<file path="src/rtl/uvg_pkg.sv">
package uvg_pkg;
    typedef enum logic [1:0] {
        CH_OFF   = 2'd0,
        CH_RAMP  = 2'd1,
        CH_WATCH = 2'd2,
        CH_TRIP  = 2'd3
    } ch_state_e;
endpackage

</file>
<file path="src/rtl/uvg_chan.sv">
module uvg_chan
    import uvg_pkg::*;
(
    input  logic clk,
    input  logic rst_n,
    input  logic ch_on,
    input  logic ss_done,
    input  logic uv,
    input  logic fault_en,
    input  logic glob_trip,
    output logic local_trip,
    output logic tripped
);
    ch_state_e st_q, st_d;

    // next-state logic
    always_comb begin
        st_d = st_q;
        if (!ch_on) begin
            st_d = CH_OFF;
        end else begin
            unique case (st_q)
                CH_OFF:   st_d = CH_RAMP;
                CH_RAMP:  st_d = glob_trip ? CH_TRIP : (ss_done ? CH_WATCH : CH_RAMP);
                CH_WATCH: st_d = (glob_trip || (uv && fault_en)) ? CH_TRIP : CH_WATCH;
                CH_TRIP:  st_d = CH_TRIP;
                default:  st_d = CH_OFF;
            endcase
        end
    end

    // state register
    always_ff @(posedge clk or negedge rst_n) begin
        if (!rst_n) st_q <= CH_OFF;
        else        st_q <= st_d;
    end

    // outputs
    always_comb begin
        local_trip = 1'b0;
        tripped    = 1'b0;
        unique case (st_q)
            CH_WATCH: local_trip = ch_on && uv && fault_en;
            CH_TRIP:  tripped    = 1'b1;
            default:  ;
        endcase
    end


    trip_hold_chk: assert property (@(posedge clk) disable iff (!rst_n)
        (st_q == CH_TRIP && ch_on) |=> st_q == CH_TRIP);


    drop_off_chk: assert property (@(posedge clk) disable iff (!rst_n)
        !ch_on |=> st_q == CH_OFF);


    watch_trip_chk: assert property (@(posedge clk) disable iff (!rst_n)
        (st_q == CH_WATCH && ch_on && uv && fault_en) |=> st_q == CH_TRIP);


    ramp_ignore_chk: assert property (@(posedge clk) disable iff (!rst_n)
        (st_q != CH_WATCH && st_q != CH_TRIP && !glob_trip) |=> st_q != CH_TRIP);


    glob_trip_chk: assert property (@(posedge clk) disable iff (!rst_n)
        (glob_trip && ch_on && st_q != CH_OFF) |=> st_q == CH_TRIP);
endmodule

</file>
<file path="src/rtl/uvg_restart.sv">
module uvg_restart (
    input  logic clk,
    input  logic rst_n,
    input  logic sw_bit,
    input  logic supply_ok,
    output logic pulse
);
    logic prev_q;

    always_ff @(posedge clk or negedge rst_n) begin
        if (!rst_n) begin
            prev_q <= 1'b0;
            pulse  <= 1'b0;
        end else begin
            prev_q <= sw_bit;
            pulse  <= prev_q && !sw_bit && supply_ok;
        end
    end


    one_cycle_chk: assert property (@(posedge clk) disable iff (!rst_n)
        pulse |=> !pulse);


    no_supply_chk: assert property (@(posedge clk) disable iff (!rst_n)
        !supply_ok |=> !pulse);
endmodule

</file>
<file path="src/rtl/uv_shutdown_mgr.sv">
module uv_shutdown_mgr #(
    parameter int N_CH  = 4,
    parameter int CFG_W = 8
) (
    input  logic             clk,
    input  logic             rst_n,
    input  logic [N_CH-1:0]  ch_on,
    input  logic [N_CH-1:0]  ss_done,
    input  logic [N_CH-1:0]  uv_flag,
    input  logic [CFG_W-1:0] prot_cfg,
    input  logic [CFG_W-1:0] swoff_cfg,
    input  logic             supply_ok,
    output logic [N_CH-1:0]  shut_req,
    output logic             restart_req
);
    localparam int EN_TOP   = N_CH - 1;
    localparam int MODE_BIT = N_CH;
    localparam int SW_TOP   = CFG_W - 1;

    logic [N_CH-1:0] fault_en;
    logic [N_CH-1:0] sw_off;
    logic [N_CH-1:0] local_trip;
    logic [N_CH-1:0] tripped;
    logic            glob_trip;

    assign glob_trip = prot_cfg[MODE_BIT] && (|local_trip);

    for (genvar i = 0; i < N_CH; i++) begin : g_ch
        assign fault_en[i] = prot_cfg[EN_TOP - i];
        assign sw_off[i]   = swoff_cfg[SW_TOP - i];

        uvg_chan u_chan (
            .clk        (clk),
            .rst_n      (rst_n),
            .ch_on      (ch_on[i]),
            .ss_done    (ss_done[i]),
            .uv         (uv_flag[i]),
            .fault_en   (fault_en[i]),
            .glob_trip  (glob_trip),
            .local_trip (local_trip[i]),
            .tripped    (tripped[i])
        );

        assign shut_req[i] = tripped[i] || sw_off[i];
    end

    uvg_restart u_restart (
        .clk       (clk),
        .rst_n     (rst_n),
        .sw_bit    (sw_off[0]),
        .supply_ok (supply_ok),
        .pulse     (restart_req)
    );


    swoff_force_chk: assert property (@(posedge clk) disable iff (!rst_n)
        swoff_cfg[SW_TOP] |-> shut_req[0]);
endmodule

</file>
<file path="config.mk">
export PLATFORM = sky130hd
export DESIGN_NAME = uv_shutdown_mgr
export DESIGN_NICKNAME = d
export VERILOG_FILES = /design/src/rtl/uvg_pkg.sv /design/src/rtl/uvg_chan.sv /design/src/rtl/uvg_restart.sv /design/src/rtl/uv_shutdown_mgr.sv
export SDC_FILE = /design/constraint.sdc
export NUM_CORES = 1
export LEC_CHECK = 0
export CAP_MARGIN = 40
export CORE_UTILIZATION = 31
export CTS_CLUSTER_DIAMETER = 120
export DETAILED_ROUTE_END_ITERATION = 10
export PLACE_DENSITY = 0.74
export REMOVE_ABC_BUFFERS = 1
export SLEW_MARGIN = 20
export SYNTH_ARGS = -nofsm -noshare
export SYNTH_HDL_FRONTEND = slang
export SYNTH_SLANG_ARGS = --single-unit
</file>
<file path="constraint.sdc">
create_clock -name clk -period 1.3 [get_ports clk]
set_input_delay 0.13 -clock clk [delete_from_list [all_inputs] [get_ports clk]]
set_output_delay 0.13 -clock clk [all_outputs]
set_load 0.01 [all_outputs]
</file>
==> out/results.ini <==
[run_status]
outcome=finished with violations
failed_checks=design-rule violations, negative setup slack

[layout]
finish.net_count=134
fillers=140
antenna_cells=0
final_layout_size_suffix_gt1_share_pct=22.5
synthToLayoutAreaGrowth_pct=80.9

[synthesis]
synth_top_area_cell=dfrtp_1
synthesis.area_um2=544
synth_area_leaders=dfrtp_1 46%, a21oi_1 6.4%, a21o_1 5.5%
synth_top_area_share_pct=46.0
synth_seq_cells=10
yosysWarnings=0
ys_types=20
synth_area_per_cell_um2=9.22
synth_cells=59
synth-seq-area-share_pct=46.0

[cts]
cts.path.max_buffers=2
clkTransAtPathRegs_ps=70
numClockSinks=10
tritoncts=built
clk_latency_ps=270
cts_buffers=3
htree_levels=1
clock_tree.root_cell=clkbuf_4

[sta]
finalSetupViolCount=4
fin_crit_sh_pct=103
relSlewSlack_pct=69.9
fmax_mhz=745
rsz0062_at_grt=true
report.final.slew_viol_count=0
fin_ws_ps=-42.9
worst_slew_pin_slew_ps=451
skew_ps=0.258
final-hold-violation-count=0
fin_crit_ps=1340
fin_tns_setup_ps=-154

[grt]
grt_pass1_wl_um=2480
track_usage_pct=18.7
grt_max_degree=11
grt_pass1_vias=588
grt_overflow_total=0
antenna_found_initial=0

[power_and_ir_drop]
p_total_w=0.000895
p_seq_share_pct=40.1
ir_drop_mv=0.699
cellPowerDensity_nw_per_um2=909
p_int_w=0.000662
p_switching_w=0.000233
pwr-share-clk_pct=32.2
swShare_pct=26.0
p_leak_nw=0.468
p_comb_share_pct=27.7

[critical_path]
rr_endpoint=g_ch[3].u_chan.st_q[0]
path_cells=buf_6 -> and4b_1 -> a22o_1 -> o21ai_2 -> a21boi_1
critical-path-top-delay-family=compound AO/OA/AOI/OAI gates
cp_slowest_stage_delay_ps=380
crit_buf_inv=1
worstSetupPathDepth=5
r2r_cells=5
startpoint=g_ch[3].u_chan.st_q[0]
crit_slowest_cell=dfrtp_1
start_kind=flop
crit_required_ps=1450
path_class=flop to flop
endpoint=g_ch[3].u_chan.st_q[0]
r2r_slack_ps=-40
path_max_fanout=4
endpoint_kind=flop
reg2reg_from=g_ch[3].u_chan.st_q[0]
cp_data_arrival_time_ps=1500

[placed_design]
dpl.hpwl_um=1090
routabilityCongestion=0.767
numPortBuffers=28
dp_slack_ps=-154

[floorplan]
fp.dieH_um=43.9
start_util_pct=34.5
ioPinCount=36
die_w_um=43.9
core_um2=1580
dieArea_um2=1930
row_count=14

[route]
vias=635
firstDrtPassIters=7
met1Wirelength_um=599
wirelength_um=1610
drtAntennaViolNets=0
wire_per_inst_um=13.6
drcViolationCount=2
dr_wl_met3_um=122
routed_via_density=5.38
met2_length_um=844
routed.top_layer=met4
initialDrtViolationCount=8

[flow_run]
cap_viol_max_count=0

[min_path]
min_path_type=input port to asynchronous set/reset pin

[area by class of cell]
type	instances	area, um^2	share of cell area (%)
sequential	10	250	25.4
clock buffer	4	36.3	3.68
inverter	1	3.75	0.381
tap	16	20.0	2.03
timing repair buffer	39	362	36.7
multi-input combinational	48	313	31.8
[state kept, by name (all words and copies together), names as in the netlist]
signal / count
u_restart.prev_q: 1
u_restart.pulse: 1
g_ch.u_chan.st_q: 8
[how the worst min path moves through the flow]
stage	startpoint	to	slack, ps	depth (start not counted)
floorplan	rst_n	g_ch[0].u_chan.st_q[0]	-170	0
global placement	rst_n	g_ch[1].u_chan.st_q[1]	470	1
detailed placement	rst_n	g_ch[1].u_chan.st_q[1]	460	1
CTS	rst_n	g_ch[1].u_chan.st_q[0]	170	1
global route	rst_n	u_restart.prev_q	190	1
finish	rst_n	u_restart.pulse	170	1
[synth_stat cells]
cell      count
a21boi_1      3
nand2_1       7
nand4b_1      1
dfrtp_1      10
a21o_1        4
nor2_2        1
nand3_1       4
nand3b_1      3
and2_1        1
o21ai_0       3
a22o_1        1
and3_1        3
o21ai_1       4
and4b_1       2
nor2_1        1
a21oi_1       7
o22ai_1       1
inv_1         1
mux2_2        1
o21ai_2       1
[cells in the final DEF (no fill, tap or decap)]
master            n
buf_6             1
and4b_1           2
nand3_1           4
a21oi_2           1
nor2_4            1
o21ai_2           3
a21oi_1           6
nand2_1           7
dlygate4sd2_1     2
clkbuf_2          1
nand4b_1          1
o22ai_2           1
nand3b_1          3
and2_1            1
a21boi_1          3
a21o_1            4
dlymetal6s2s_1    1
buf_4            10
o21ai_1           2
clkbuf_4          3
dfrtp_1          10
clkbuf_8          1
and3_1            3
clkdlybuf4s50_1  23
a22o_1            1
nor2_1            1
o21ai_0           3
inv_1             1
clkdlybuf4s15_1   1
mux2_2            1
[cell families after synthesis]
| group | share of synthesized area (%) |
|---|---|
| AND/OR/NAND/NOR | 24.4 |
| flip-flops | 46.0 |
| buffers and inverters | 0.689 |
| AO/OA/AOI/OAI | 26.9 |
| multiplexers | 2.07 |
[routing by layer]
| metal | up-vias | GRT usage [%] |
|---|---|---|
| met3 | 6 | 8.33 |
| met4 | 0 | 8.48 |
| li1 | 307 | - |
| met5 | - | 0 |
| met2 | 20 | 34.3 |
| met1 | 302 | 17.7 |
[per-stage QoR]
step	cell area [um^2]	cells	util (%)	hold WS [ps]
floorplan	544	59	-	-166
global placement	890	109	56.4	469
detailed placement	890	109	56.4	464
CTS	951	116	60.3	168
global route	985	118	62.5	195
finish	985	118	62.5	167
[power groups by stage]
stage                     registers, W  clock network, W  logic (W)
after CTS                     0.000359          0.000293   0.000229
after global routing          0.000362          0.000316   0.000269
after floorplan               0.000368                 0  0.0000720
final                         0.000359          0.000288   0.000248
after detailed placement      0.000371                 0   0.000211
after global placement        0.000370                 0   0.000208
[repair_timing]
item                                    4_1_cts  5_1_grt
pin swaps                                     1        5
hold buffers                                  0        0
setup buffers                                 3        2
endpoints found under the setup margin        5       12
gates resized for setup                       6        8
No activity file was read; power rests on OpenSTA's default activity.
